File: config.mk
export PLATFORM = sky130hd
export DESIGN_NAME = dial_combo_lock
export DESIGN_NICKNAME = d
export VERILOG_FILES = /design/src/rtl/dial_lock_pkg.sv /design/src/rtl/lock_step_match.sv /design/src/rtl/lock_next_state.sv /design/src/rtl/lock_state_reg.sv /design/src/rtl/dial_combo_lock.sv
export SDC_FILE = /design/constraint.sdc
export NUM_CORES = 1
export LEC_CHECK = 0
export BUFFER_PORTS_ARGS = -buffer_cell sky130_fd_sc_hd__buf_2
export CORE_AREA = 4 4 41 43
export DETAILED_ROUTE_END_ITERATION = 16
export DIE_AREA = 0 0 45 47
export HOLD_SLACK_MARGIN = 0.15
export PLACE_DENSITY = 0.46
export SETUP_SLACK_MARGIN = 0.15
export SLEW_MARGIN = 15
export SYNTH_ARGS = -nofsm -noshare
export SYNTH_HDL_FRONTEND = slang
export SYNTH_SLANG_ARGS = --single-unit
File: constraint.sdc
create_clock -name clk -period 1.95 [get_ports clk]
set_input_delay 0.2925 -clock clk [delete_from_list [all_inputs] [get_ports clk]]
set_output_delay 0.2925 -clock clk [all_outputs]
set_load 0.01 [all_outputs]
File: src/rtl/dial_lock_pkg.sv
package dial_lock_pkg;

  // Number of ordered steps in the combination; four states follow from it.
  localparam int STEPS = 3;

  typedef enum logic [1:0] {
    LK_IDLE  = 2'b00,
    LK_STEP1 = 2'b01,
    LK_STEP2 = 2'b10,
    LK_OPEN  = 2'b11
  } lock_state_e;

  localparam logic DIR_RIGHT = 1'b1;
  localparam logic DIR_LEFT  = 1'b0;

  // A dial reading is legal when it lies inside the printed scale.
  function automatic logic dial_legal(input logic [15:0] val, input logic [15:0] val_max);
    return (val <= val_max);
  endfunction

  // One step matches when the reading is legal and both direction and number agree.
  function automatic logic step_match(input logic        dir_in,
                                      input logic [15:0] val_in,
                                      input logic        dir_exp,
                                      input logic [15:0] val_exp,
                                      input logic [15:0] val_max);
    return dial_legal(val_in, val_max) && (dir_in == dir_exp) && (val_in == val_exp);
  endfunction

endpackage

File: src/rtl/lock_step_match.sv
module lock_step_match
  import dial_lock_pkg::*;
#(
  parameter int                        VAL_W     = 6,
  parameter int                        DIAL_MAX  = 39,
  parameter logic [STEPS*VAL_W-1:0]    STEP_VALS = '0,
  parameter logic [STEPS-1:0]          STEP_DIRS = '0
) (
  input  logic              evt_dir,
  input  logic [VAL_W-1:0]  evt_val,
  output logic [STEPS-1:0]  hit_vec,
  output logic              dial_ok
);

  localparam logic [15:0] VMAX = 16'(DIAL_MAX);

  logic [15:0] val16;
  assign val16   = 16'(evt_val);
  assign dial_ok = dial_legal(val16, VMAX);

  // One comparator per combination step.
  for (genvar g = 0; g < STEPS; g++) begin : g_step
    logic [VAL_W-1:0] exp_val;
    assign exp_val    = STEP_VALS[g*VAL_W +: VAL_W];
    assign hit_vec[g] = step_match(evt_dir, val16, STEP_DIRS[g], 16'(exp_val), VMAX);
  end

endmodule

File: src/rtl/lock_next_state.sv
module lock_next_state
  import dial_lock_pkg::*;
(
  input  lock_state_e       state_q,
  input  logic              evt_valid,
  input  logic              relock,
  input  logic [STEPS-1:0]  hit_vec,
  output lock_state_e       state_d,
  output logic              step_ok,
  output logic              miss,
  output logic              restart
);

  // Expected-step hit for the current partial state.
  always_comb begin
    unique case (state_q)
      LK_IDLE:  step_ok = hit_vec[0];
      LK_STEP1: step_ok = hit_vec[1];
      LK_STEP2: step_ok = hit_vec[2];
      default:  step_ok = 1'b0;
    endcase
  end

  assign restart = evt_valid && hit_vec[0] && !step_ok && (state_q != LK_OPEN);
  assign miss    = evt_valid && !step_ok && (state_q != LK_OPEN);

  always_comb begin
    state_d = state_q;
    unique case (state_q)
      LK_IDLE, LK_STEP1, LK_STEP2: begin
        if (evt_valid) begin
          if (step_ok) begin
            unique case (state_q)
              LK_IDLE:  state_d = LK_STEP1;
              LK_STEP1: state_d = LK_STEP2;
              default:  state_d = LK_OPEN;
            endcase
          end else if (restart) begin
            state_d = LK_STEP1;
          end else begin
            state_d = LK_IDLE;
          end
        end
      end
      LK_OPEN: begin
        if (relock) state_d = LK_IDLE;
      end
      default: state_d = LK_IDLE;
    endcase
  end

endmodule

File: src/rtl/lock_state_reg.sv
module lock_state_reg
  import dial_lock_pkg::*;
(
  input  logic        clk,
  input  logic        rst,
  input  lock_state_e state_d,
  output lock_state_e state_q,
  output logic        unlocked
);

  always_ff @(posedge clk) begin
    if (rst) state_q <= LK_IDLE;
    else     state_q <= state_d;
  end

  // Moore output: a function of the stored state only.
  assign unlocked = (state_q == LK_OPEN);

  AST_OPEN_FROM_STEP2: assert property (@(posedge clk) disable iff (rst)
    $rose(unlocked) |-> ($past(state_q) == LK_STEP2));

endmodule

File: src/rtl/dial_combo_lock.sv
module dial_combo_lock
  import dial_lock_pkg::*;
#(
  parameter int   VAL_W    = 6,
  parameter int   DIAL_MAX = 39,
  parameter int   S1_VAL   = 13,
  parameter logic S1_DIR   = DIR_RIGHT,
  parameter int   S2_VAL   = 22,
  parameter logic S2_DIR   = DIR_LEFT,
  parameter int   S3_VAL   = 3,
  parameter logic S3_DIR   = DIR_RIGHT
) (
  input  logic             clk,
  input  logic             rst,
  input  logic             evt_valid,
  input  logic             evt_dir,
  input  logic [VAL_W-1:0] evt_val,
  input  logic             relock,
  output logic             unlocked,
  output logic [1:0]       state_dbg
);

  localparam logic [STEPS*VAL_W-1:0] STEP_VALS =
    {VAL_W'(S3_VAL), VAL_W'(S2_VAL), VAL_W'(S1_VAL)};
  localparam logic [STEPS-1:0] STEP_DIRS = {S3_DIR, S2_DIR, S1_DIR};

  logic [STEPS-1:0] hit_vec;
  logic             dial_ok;
  logic             step_ok;
  logic             miss;
  logic             restart;
  lock_state_e      state_d;
  lock_state_e      state_q;

  lock_step_match #(
    .VAL_W     (VAL_W),
    .DIAL_MAX  (DIAL_MAX),
    .STEP_VALS (STEP_VALS),
    .STEP_DIRS (STEP_DIRS)
  ) i_match (
    .evt_dir (evt_dir),
    .evt_val (evt_val),
    .hit_vec (hit_vec),
    .dial_ok (dial_ok)
  );

  lock_next_state i_next (
    .state_q   (state_q),
    .evt_valid (evt_valid),
    .relock    (relock),
    .hit_vec   (hit_vec),
    .state_d   (state_d),
    .step_ok   (step_ok),
    .miss      (miss),
    .restart   (restart)
  );

  lock_state_reg i_reg (
    .clk      (clk),
    .rst      (rst),
    .state_d  (state_d),
    .state_q  (state_q),
    .unlocked (unlocked)
  );

  assign state_dbg = state_q;

  AST_HOLD_IDLE_CYCLE: assert property (@(posedge clk) disable iff (rst)
    (!evt_valid && !relock) |=> $stable(state_q));
  AST_MISS_TO_IDLE: assert property (@(posedge clk) disable iff (rst)
    (miss && !restart) |=> (state_q == LK_IDLE));
  AST_RESTART_STEP1: assert property (@(posedge clk) disable iff (rst)
    restart |=> (state_q == LK_STEP1));
  AST_ILLEGAL_NEVER_ADVANCES: assert property (@(posedge clk) disable iff (rst)
    (evt_valid && !dial_ok && state_q != LK_OPEN) |=> (state_q == LK_IDLE));
  AST_OPEN_IGNORES_DIAL: assert property (@(posedge clk) disable iff (rst)
    (state_q == LK_OPEN && !relock) |=> (state_q == LK_OPEN));
  AST_RELOCK_CLOSES: assert property (@(posedge clk) disable iff (rst)
    (state_q == LK_OPEN && relock) |=> (state_q == LK_IDLE && !unlocked));

endmodule

==> tab_implementation.tex, run 1 <==
\begin{tabular}{lr}
\hline
Metric & Value \\
\hline
\multicolumn{2}{l}{\textbf{CTS}} \\
\quad TritonCTS clock tree & built \\
\quad Sinks on Clock Net & 2 \\
\quad Reg clk slew, reported paths & 0.03 ns \\
\quad Clock insertion delay at the later pin of the skew report & 0.22 ns \\
\quad Number of buffers added for setup after CTS & 0 \\
\quad Cell at the root of the clock tree & clkbuf\_4 \\
\quad Number of levels in the clock H-tree & 1 \\
\quad Number of hold buffers added after cts & 0 \\
\quad Number of gates resized after CTS & 0 \\
\quad Clock buffer count from CTS & 3 \\
\quad Clock tree buffer depth & 2 \\
\multicolumn{2}{l}{\textbf{Place}} \\
\quad PortBufs & 13 \\
\quad Pre-CTS worst setup slack & 0.937 ns \\
\quad Routability congestion estimate & 0.743 \\
\quad Detailed placer's ending HPWL & 439 um \\
\quad Cell count after placement & 49 \\
\quad Placed inst area & 262 um2 \\
\multicolumn{2}{l}{\textbf{Critical path}} \\
\quad Count of cells along the worst register-to-register path & 3 \\
\quad Required time of the critical path & 1.66 ns \\
\quad Arrival @ worst endpoint & 0.95 ns \\
\quad Reg2Reg Capture Point & i\_reg.state\_q[1] \\
\quad Crit. End Element & primary output \\
\quad Critical Path Start Type & flop \\
\quad Slowest cell on crit path & dfxtp\_1 \\
\quad Worst path cell trace & and2\_4 > buf\_2 \\
\quad Critical path start-end classification & flop to primary output \\
\quad Critical path peak fanout & 6 \\
\quad Critical Path Max Stage Delay & 0.42 ns \\
\quad Start of the worst register-to-register path & i\_reg.state\_q[1] \\
\quad Setup slack, reg-to-reg & 1.01 ns \\
\multicolumn{2}{l}{\textbf{STA}} \\
\quad Final setup skew & 0.000348 ns \\
\quad Worst slew margin relative to its limit & 83.3\% \\
\quad Number of setup violations in the final report & 0 \\
\quad Hold Vio Cnt, Final & 0 \\
\quad Final max-slew violation count & 0 \\
\quad Min Clock Period, post-route & 1.24 ns \\
\quad Share of the cycle needed by the critical path after routing & 63.5\% \\
\quad Achievable clock frequency & 808 MHz \\
\quad Min setup slack post-route & 0.712 ns \\
\quad Total negative slack & 0 ns \\
\quad RSZ-0062 raised after global routing & false \\
\quad Transition time of the tightest slew-check pin & 0.248 ns \\
\quad Worst slack on hold paths & 0.384 ns \\
\multicolumn{2}{l}{\textbf{Logic synthesis}} \\
\quad Yosys warning count & 0 \\
\quad Count of flip-flops with a built-in enable after synthesis & 0 \\
\quad Count of distinct cell types in the synthesized netlist & 16 \\
\quad Combined area of all synthesized cells & 178 um2 \\
\quad Share of synthesized registers carrying an async set or reset & 0\% \\
\quad Sequential cell area fraction in the yosys report & 22.5\% \\
\quad Top\_reg\_cell synth & dfxtp\_1 \\
\quad Synthesized netlist net count & 32 \\
\quad Cells after synthesis & 21 \\
\quad Count of state elements after synthesis & 2 \\
\quad Synthesized area per cell & 8.46 um2 \\
\multicolumn{2}{l}{\textbf{Routing}} \\
\quad Met1 routed wirelength after detailed routing & 239 um \\
\quad DR vias/cell & 4.21 \\
\quad Via count of the routed design & 219 \\
\quad Detail Route met3 WL & 63 um \\
\quad Detailed Routing Iterations Pass 1 & 3 \\
\quad Wire length on met2 & 214 um \\
\quad Iter 0 DRT Violations & 9 \\
\quad Antenna violation net count after detailed routing & 0 \\
\quad Remaining design rule violation count & 0 \\
\quad Avg WL per Cell & 9.94 um \\
\quad Final Routed Wirelength & 517 um \\
\quad Uppermost metal layer occupied by signal nets & met3 \\
\multicolumn{2}{l}{\textbf{Floorplan}} \\
\quad Core area & 1300 um2 \\
\quad Initial Util & 13.7\% \\
\quad Overall die width & 45 um \\
\quad Ports placed on the boundary & 14 \\
\quad Count of standard-cell rows & 13 \\
\quad Die outline area & 2120 um2 \\
\quad Chip height & 47 um \\
\multicolumn{2}{l}{\textbf{Cells and area}} \\
\quad Sequential cell area & 40.0 um2 \\
\quad Number of filler instances in the final layout & 157 \\
\quad Largest Register & i\_reg.state\_q \\
\quad Post-layout utilization of the core & 21.8\% \\
\quad Multi-input combinational cell area & 138 um2 \\
\quad Final non-filler cell area & 284 um2 \\
\quad Final standard cell count with taps included and fillers excluded & 52 \\
\quad Area growth from synthesis to final layout & 59.9\% \\
\quad Layout cell share with drive strength beyond 1 & 48.6\% \\
\quad Top flop regs & i\_reg.state\_q: 2 flops \\
\quad Total inserted antenna cells & 0 \\
\quad Post-layout net count & 50 \\
\quad Flip-flop count of the largest register, all copies and words added & 2 \\
\multicolumn{2}{l}{\textbf{Worst hold path}} \\
\quad Cell depth of the worst hold path & 3 \\
\quad Min-Delay Path Class & primary input to flop \\
\quad End point of the worst hold path & i\_reg.state\_q[0] \\
\quad Worst hold path startpoint & rst \\
\multicolumn{2}{l}{\textbf{Pwr}} \\
\quad Clock power frac & 58.9\% \\
\quad Internal power component & 121 uW \\
\quad Switching power of the nets & 32.8 uW \\
\quad Power density cells & 543 nW/um2 \\
\quad Leakage power & 0.133 nW \\
\quad Relative contribution of combinational cells to total power & 14.3\% \\
\quad Final Power & 154 uW \\
\quad Share of total power consumed by net switching & 21.3\% \\
\quad Highest ir drop seen on vdd & 0.142 mV \\
\quad Proportion of power drawn by flip-flops and latches & 26.9\% \\
\multicolumn{2}{l}{\textbf{Outcome}} \\
\quad Result of the run & complete, no violations \\
\multicolumn{2}{l}{\textbf{Global route}} \\
\quad Number of global-route vias before repair & 192 \\
\quad Global-route wire length before repair & 793 um \\
\quad Initial antenna violation count & 0 \\
\quad Total GRT Usage & 5.68\% \\
\quad Leftover overflow at the end of global routing & 0 \\
\quad Maximum number of pins on one net before global-route repair & 7 \\
\multicolumn{2}{l}{\textbf{Job}} \\
\quad Maxcap violations & 0 \\
\hline
\end{tabular}
==> how the worst max path moves through the flow <==
stage | startpoint | to
final | i_reg.state_q[0] | unlocked
after CTS | i_reg.state_q[0] | unlocked
after global routing | i_reg.state_q[0] | unlocked
after detailed placement | i_reg.state_q[0] | unlocked
after global placement | evt_val[5] | i_reg.state_q[1]
after floorplan | i_reg.state_q[0] | unlocked
==> power by group through the flow <==
stage	combinational (mW)	clock (mW)	sequential [mW]
final	0.0220	0.0908	0.0414
after global routing	0.0245	0.102	0.0413
after CTS	0.0220	0.0959	0.0414
after detailed placement	0.0220	0	0.0419
after global placement	0.0218	0	0.0419
after floorplan	0.00780	0	0.0419
==> synthesized netlist by cell type (2+ instances only) <==
| master | n | area share, % |
|---|---|---|
| dfxtp_1 | 2 | 23 |
| mux2i_1 | 2 | 11 |
| nand3b_1 | 2 | 8.4 |
| nand4_1 | 2 | 7.0 |
| nor2_1 | 2 | 4.2 |
==> area by class of cell <==
cell class | instances | area share, %
well taps | 15 | 6.61
multi-input cells | 19 | 48.5
flip-flops and latches | 2 | 14.1
repair buffers | 13 | 22.9
clock buffers | 3 | 7.93
==> kinds of logic (layout without fill, tap and decap cells) <==
kind of cell           count (synthesis)  after routing  synth area share [%]
AOI/OAI and AO/OA                      2              2                  7.74
buffers and inverters                  0             16                     0
muxes                                  2              2                  11.3
DFF                                    2              2                  22.5
and+or+nand+nor                       15             15                  58.5
==> cells in the final DEF, fill, tap and decap left out <==
cell / Yosys / routed
a2bb2oi_1: 1 / 1
and2_4: 1 / 1
and3_1: 1 / 1
and3b_1: 1 / 1
buf_2: 0 / 13
clkbuf_4: 0 / 3
dfxtp_1: 2 / 2
mux2i_1: 2 / 2
nand2_1: 1 / 1
nand3_1: 1 / 1
nand3b_1: 2 / 2
nand4_1: 2 / 2
nand4b_1: 1 / 1
nor2_1: 2 / 2
nor2b_1: 1 / 1
nor3b_2: 1 / 1
nor4b_1: 1 / 1
o21ai_1: 1 / 1
==> worst max-delay path, delay by kind of cell, from the launching register on <==
| kind | cells | cell delay (ns) |
|---|---|---|
| DFF | 1 | 0.42 |
| and+or+nand+nor | 1 | 0.18 |
| buffers and inverters | 1 | 0.12 |
==> routing by layer <==
metal  GRT usage [%]  vias to the layer above
li1                -                      114
met1            6.11                       96
met2            5.93                        9
met3            4.60                        0
met4            7.02                        0
met5               0                        -
Power figures use the tool's default switching activity.
==> run 2, diff against run 1 <==
- clock period: 1.95 -> 1.15 ns (I/O delays scaled with it)
==> tab_implementation.tex, run 2 (synthesis gave the netlist of run 1 again) <==
\begin{tabular}{lr}
\hline
Metric & Value \\
\hline
\multicolumn{2}{l}{\textbf{Outcome}} \\
\quad Result of the run & complete, no violations (unchanged) \\
\multicolumn{2}{l}{\textbf{CTS}} \\
\quad TritonCTS clock tree & built (unchanged) \\
\quad Clock tree buffer depth & 2 (unchanged) \\
\quad Clock insertion delay at the later pin of the skew report & 0.22 ns (about the same) \\
\quad Cell at the root of the clock tree & clkbuf\_4 (unchanged) \\
\quad Sinks on Clock Net & 2 (unchanged) \\
\quad Clock buffer count from CTS & 3 (unchanged) \\
\quad Number of levels in the clock H-tree & 1 (unchanged) \\
\quad Reg clk slew, reported paths & 0.03 ns (about the same) \\
\multicolumn{2}{l}{\textbf{Place}} \\
\quad PortBufs & 13 (unchanged) \\
\quad Routability congestion estimate & 0.724 (was 0.743) \\
\multicolumn{2}{l}{\textbf{STA}} \\
\quad Min Clock Period, post-route & 1.00 ns \\
\quad Worst slew margin relative to its limit & 83.7\% (was 83.3\%) \\
\quad Hold Vio Cnt, Final & 0 (unchanged) \\
\quad Final setup skew & 0.000566 ns (was 0.000348 ns) \\
\quad Final max-slew violation count & 0 (unchanged) \\
\quad Number of setup violations in the final report & 0 (unchanged) \\
\quad Total negative slack & 0 ns (unchanged) \\
\quad Transition time of the tightest slew-check pin & 0.241 ns (was 0.248 ns) \\
\quad Achievable clock frequency & 996 MHz \\
\quad Share of the cycle needed by the critical path after routing & 87.3\% \\
\quad RSZ-0062 raised after global routing & true (was false) \\
\multicolumn{2}{l}{\textbf{Critical path}} \\
\quad Gate family responsible for the most delay along the worst path & flip-flops (unchanged) \\
\quad Critical path peak fanout & 4 (was 6) \\
\quad Reg2Reg Capture Point & i\_reg.state\_q[1] (unchanged) \\
\quad Required time of the critical path & 0.98 ns (was 1.66 ns) \\
\quad Setup slack, reg-to-reg & 0.17 ns (was 1.01 ns) \\
\quad Count of cells along the worst register-to-register path & 4 (was 3) \\
\quad Critical Path Start Type & flop (unchanged) \\
\quad Critical path start-end classification & flop to primary output (unchanged) \\
\quad Stages on worst setup path & 2 (unchanged) \\
\quad CP Buf/Inv Count & 1 (unchanged) \\
\quad Start of the worst register-to-register path & i\_reg.state\_q[0] (was i\_reg.state\_q[1]) \\
\quad Critical Path Max Stage Delay & 0.34 ns (was 0.42 ns) \\
\quad Slowest cell on crit path & dfxtp\_4 (was dfxtp\_1) \\
\quad Crit. End Element & primary output (unchanged) \\
\quad Arrival @ worst endpoint & 0.83 ns (was 0.95 ns) \\
\quad Worst path cell trace & and2\_4 > buf\_6 (was and2\_4 > buf\_2) \\
\multicolumn{2}{l}{\textbf{Cells and area}} \\
\quad Flip-flop count of the largest register, all copies and words added & 2 (unchanged) \\
\quad Post-layout net count & 52 (was 50) \\
\quad Largest Register & i\_reg.state\_q (unchanged) \\
\quad Total inserted antenna cells & 0 (unchanged) \\
\quad Layout cell share with drive strength beyond 1 & 59.0\% (was 48.6\%) \\
\quad Leading cell type in the layout, fill and taps excluded & buf\_2 (unchanged) \\
\quad Area growth from synthesis to final layout & 83.1\% (was 59.9\%) \\
\quad Top flop regs & i\_reg.state\_q: 2 flops (unchanged) \\
\quad Highest-count cells in the layout ignoring fill and taps & buf\_2 (12), clkbuf\_4 (3) (was buf\_2 (13), clkbuf\_4 (3)) \\
\multicolumn{2}{l}{\textbf{Routing}} \\
\quad Antenna violation net count after detailed routing & 0 (unchanged) \\
\quad Avg WL per Cell & 10.4 um (was 9.94 um) \\
\quad DR vias/cell & 4.13 (was 4.21) \\
\quad Remaining design rule violation count & 0 (unchanged) \\
\quad Final Routed Wirelength & 564 um (was 517 um) \\
\quad Via count of the routed design & 223 (was 219) \\
\quad Iter 0 DRT Violations & 1 (was 9) \\
\quad Detailed Routing Iterations Pass 1 & 2 (was 3) \\
\multicolumn{2}{l}{\textbf{Worst hold path}} \\
\quad Cell depth of the worst hold path & 3 (unchanged) \\
\quad Min-Delay Path Class & primary input to flop (unchanged) \\
\quad Worst hold path startpoint & rst (unchanged) \\
\quad End point of the worst hold path & i\_reg.state\_q[0] (unchanged) \\
\multicolumn{2}{l}{\textbf{Floorplan}} \\
\quad Core area & 1300 um2 (unchanged) \\
\quad Chip height & 47 um (unchanged) \\
\quad Die outline area & 2120 um2 (unchanged) \\
\quad Overall die width & 45 um (unchanged) \\
\quad Initial Util & 13.7\% (unchanged) \\
\quad Count of standard-cell rows & 13 (unchanged) \\
\quad Ports placed on the boundary & 14 (unchanged) \\
\multicolumn{2}{l}{\textbf{Global route}} \\
\quad Number of global-route vias before repair & 215 (was 192) \\
\quad Leftover overflow at the end of global routing & 0 (unchanged) \\
\quad Maximum number of pins on one net before global-route repair & 7 (unchanged) \\
\quad Global-route wire length before repair & 848 um (was 793 um) \\
\quad Total GRT Usage & 5.83\% (was 5.68\%) \\
\quad Initial antenna violation count & 0 (unchanged) \\
\multicolumn{2}{l}{\textbf{Pwr}} \\
\quad Leakage power & 0.146 nW (was 0.133 nW) \\
\quad Power density cells & 798 nW/um2 (was 543 nW/um2) \\
\quad Final Power & 260 uW (was 154 uW) \\
\quad Highest ir drop seen on vdd & 0.170 mV (was 0.142 mV) \\
\multicolumn{2}{l}{\textbf{Job}} \\
\quad Maxcap violations & 0 (unchanged) \\
\hline
\end{tabular}
[run 2: cell type report]
| cell class | instances | area (um2) |
|---|---|---|
| Multi-Input combinational cell | 19 | 150 |
| Clock buffer | 3 | 22.5 |
| Fill cell | 153 | 976 |
| Tap cell | 15 | 18.8 |
| Sequential cell | 2 | 47.5 |
| Timing Repair Buffer | 15 | 86.3 |
[run 2: stage by stage]
step           setup slack [ns]  cells  area [um2]  hold WS [ns]  util (%)
5_1_grt                   0.116     54         325         0.267      25.0
6_report                  0.146     54         325         0.251      25.0
2_1_floorplan             0.230     21         178         0.350         -
3_3_place_gp              0.159     49         262         0.496      20.1
4_1_cts                   0.132     53         305         0.251      23.5
3_5_place_dp              0.206     49         262         0.495      20.1
[run 2: worst max-delay path by stage]
stage	from	endpoint	slack, ns
floorplan	i_reg.state_q[0]	i_reg.state_q[0]	0.23
global placement	i_reg.state_q[1]	i_reg.state_q[1]	0.16
detailed placement	i_reg.state_q[1]	i_reg.state_q[1]	0.21
CTS	i_reg.state_q[0]	unlocked	0.13
global route	i_reg.state_q[0]	unlocked	0.12
finish	i_reg.state_q[0]	unlocked	0.15
[run 2: power by group]
part	leakage (nW)	switching, mW	internal (mW)
logic	0.114	0.0179	0.0222
registers	0.0177	0.000103	0.0654
clock network	0.0138	0.0390	0.115
[run 2: worst register-to-register path, delay by kind of cell (launching register included)]
| family | cells | cell delay [ns] |
|---|---|---|
| buffers and inverters | 1 | 0.15 |
| DFF | 1 | 0.34 |
| and+or+nand+nor | 3 | 0.41 |
[run 2: per-layer routing]
metal	share of wire, %	wire (um)	vias up	track usage, %
met2	45	252	9	7.34
met3	8.3	47	0	2.68
li1	-	-	120	-
met4	0	0	0	5.26
met1	47	265	94	7.22
met5	0	0	-	0
[run 2: repair_timing]
item	in CTS	in global routing
setup buffers	1	1
gates resized for setup	5	2
pin swaps	1	2
setup endpoints to repair	2	3
hold buffers	0	0
==> run 3, diff against run 2 <==
- CTS_BUF_LIST: unset -> sky130_fd_sc_hd__clkbuf_8
==> tab_implementation.tex, run 3 (synthesis gave the netlist of run 1 again) <==
\begin{tabular}{lr}
\hline
Metric & Value \\
\hline
\multicolumn{2}{l}{\textbf{Routing}} \\
\quad Iter 0 DRT Violations & 4 (was 1) \\
\quad Via count of the routed design & 232 (was 223) \\
\quad Remaining design rule violation count & 0 (unchanged) \\
\quad DR vias/cell & 4.30 (was 4.13) \\
\quad Antenna violation net count after detailed routing & 0 (unchanged) \\
\quad Final Routed Wirelength & 586 um (was 564 um) \\
\quad Avg WL per Cell & 10.9 um (was 10.4 um) \\
\quad Detailed Routing Iterations Pass 1 & 3 (was 2) \\
\multicolumn{2}{l}{\textbf{STA}} \\
\quad Min Clock Period, post-route & 0.993 ns (was 1.00 ns) \\
\quad Worst slack on hold paths & 0.265 ns (was 0.251 ns) \\
\quad Share of the cycle needed by the critical path after routing & 86.4\% (was 87.3\%) \\
\quad RSZ-0062 raised after global routing & true (unchanged) \\
\quad Number of setup violations in the final report & 0 (unchanged) \\
\quad Final max-slew violation count & 0 (unchanged) \\
\quad Total negative slack & 0 ns (unchanged) \\
\quad Final setup skew & 0.00351 ns (was 0.000566 ns) \\
\quad Achievable clock frequency & 1010 MHz (was 996 MHz) \\
\quad Transition time of the tightest slew-check pin & 0.241 ns (unchanged) \\
\quad Min setup slack post-route & 0.157 ns (was 0.146 ns) \\
\quad Hold Vio Cnt, Final & 0 (unchanged) \\
\quad Worst slew margin relative to its limit & 83.7\% (unchanged) \\
\multicolumn{2}{l}{\textbf{Global route}} \\
\quad Initial antenna violation count & 0 (unchanged) \\
\quad Number of global-route vias before repair & 220 (was 215) \\
\quad Total GRT Usage & 6.46\% (was 5.83\%) \\
\quad Leftover overflow at the end of global routing & 0 (unchanged) \\
\quad Maximum number of pins on one net before global-route repair & 7 (unchanged) \\
\quad Global-route wire length before repair & 883 um (was 848 um) \\
\multicolumn{2}{l}{\textbf{Cells and area}} \\
\quad Top flop regs & i\_reg.state\_q: 2 flops (unchanged) \\
\quad Number of filler instances in the final layout & 154 (was 153) \\
\quad Post-layout net count & 52 (unchanged) \\
\quad Flip-flop count of the largest register, all copies and words added & 2 (unchanged) \\
\quad Multi-input combinational cell area & 150 um2 (unchanged) \\
\quad Area growth from synthesis to final layout & 93.7\% (was 83.1\%) \\
\quad Leading cell type in the layout, fill and taps excluded & buf\_2 (unchanged) \\
\quad Highest-count cells in the layout ignoring fill and taps & buf\_2 (12), clkbuf\_8 (3) (was buf\_2 (12), clkbuf\_4 (3)) \\
\quad Post-layout utilization of the core & 26.4\% (was 25.0\%) \\
\quad Total inserted antenna cells & 0 (unchanged) \\
\quad Largest Register & i\_reg.state\_q (unchanged) \\
\quad Layout cell share with drive strength beyond 1 & 59.0\% (unchanged) \\
\quad Sequential cell area & 47.5 um2 (unchanged) \\
\multicolumn{2}{l}{\textbf{Pwr}} \\
\quad Power density cells & 1120 nW/um2 (was 798 nW/um2) \\
\quad Final Power & 386 uW (was 260 uW) \\
\quad Leakage power & 0.154 nW (was 0.146 nW) \\
\quad Highest ir drop seen on vdd & 0.290 mV (was 0.170 mV) \\
\multicolumn{2}{l}{\textbf{Floorplan}} \\
\quad Die outline area & 2120 um2 (unchanged) \\
\quad Count of standard-cell rows & 13 (unchanged) \\
\quad Overall die width & 45 um (unchanged) \\
\quad Initial Util & 13.7\% (unchanged) \\
\quad Ports placed on the boundary & 14 (unchanged) \\
\quad Core area & 1300 um2 (unchanged) \\
\quad Chip height & 47 um (unchanged) \\
\multicolumn{2}{l}{\textbf{CTS}} \\
\quad TritonCTS clock tree & built (unchanged) \\
\quad Clock buffer count from CTS & 3 (unchanged) \\
\quad Number of levels in the clock H-tree & 1 (unchanged) \\
\quad Reg clk slew, reported paths & 0.03 ns (about the same) \\
\quad Cell at the root of the clock tree & clkbuf\_8 (was clkbuf\_4) \\
\quad Clock insertion delay at the later pin of the skew report & 0.21 ns (was 0.22 ns) \\
\quad Number of hold buffers added after cts & 0 (unchanged) \\
\quad Clock tree buffer depth & 2 (unchanged) \\
\quad Sinks on Clock Net & 2 (unchanged) \\
\multicolumn{2}{l}{\textbf{Critical path}} \\
\quad Slowest cell on crit path & dfxtp\_4 (unchanged) \\
\quad Critical path start-end classification & flop to primary output (unchanged) \\
\quad Arrival @ worst endpoint & 0.82 ns (was 0.83 ns) \\
\quad Required time of the critical path & 0.98 ns (about the same) \\
\quad Critical path peak fanout & 4 (unchanged) \\
\quad Worst setup path start & i\_reg.state\_q[0] (unchanged) \\
\quad Critical Path Max Stage Delay & 0.34 ns (about the same) \\
\quad Critical Path Start Type & flop (unchanged) \\
\quad Start of the worst register-to-register path & i\_reg.state\_q[0] (unchanged) \\
\quad Crit. End Element & primary output (unchanged) \\
\quad Worst path cell trace & and2\_4 > buf\_6 (unchanged) \\
\multicolumn{2}{l}{\textbf{Place}} \\
\quad Routability congestion estimate & 0.724 (unchanged) \\
\quad Pre-CTS worst setup slack & 0.206 ns (unchanged) \\
\quad PortBufs & 13 (unchanged) \\
\multicolumn{2}{l}{\textbf{Worst hold path}} \\
\quad Min-Delay Path Class & primary input to flop (unchanged) \\
\quad Worst hold path startpoint & rst (unchanged) \\
\multicolumn{2}{l}{\textbf{Job}} \\
\quad Maxcap violations & 0 (unchanged) \\
\multicolumn{2}{l}{\textbf{Outcome}} \\
\quad Result of the run & complete, no violations (unchanged) \\
\hline
\end{tabular}
run 3: timing repair:
item,4_1_cts,5_1_grt
endpoints found under the setup margin,2,3
gates resized for setup,5,2
pin swaps,1,2
setup buffers,1,1
run 3: metrics by stage:
| step | cell area, um2 | instances |
|---|---|---|
| 2_1_floorplan | 178 | 21 |
| 3_3_place_gp | 262 | 49 |
| 3_5_place_dp | 262 | 49 |
| 4_1_cts | 324 | 53 |
| 5_1_grt | 344 | 54 |
| 6_report | 344 | 54 |
run 3: critical path: cells and delay by family (launching register included):
family	cells	cell delay (ns)
DFF	1	0.34
and+or+nand+nor	1	0.16
buffers and inverters	1	0.11
run 3: worst paths after layout:
kind                                          to  depth (start not counted)  slack (ns)
worst min register to register  i_reg.state_q[1]                          2        0.58
worst max register to register  i_reg.state_q[1]                          4        0.17
worst min-delay path            i_reg.state_q[0]                          3        0.27
worst max-delay path                    unlocked                          2        0.16
run 3: cell type report:
type,instances,area share (%)
tap,15,5.45
clock buffer,3,12.0
multi-input combinational,19,43.6
sequential,2,13.8
timing repair buffer,15,25.1
run 3: routing by layer:
metal  global-route usage [%]  vias to the layer above  share of wire, %
li1                         -                      120                 -
met1                     7.22                       99                44
met2                     7.91                       11                45
met3                     2.68                        2               8.2
met4                     8.77                        0               2.4
met5                        0                        -                 0
run 3: where the power goes:
part | total, mW | switching [mW] | internal (mW)
sequential | 0.0655 | 0.0000984 | 0.0654
clock | 0.280 | 0.0586 | 0.222
combinational | 0.0401 | 0.0179 | 0.0222
total | 0.386 | 0.0766 | 0.309
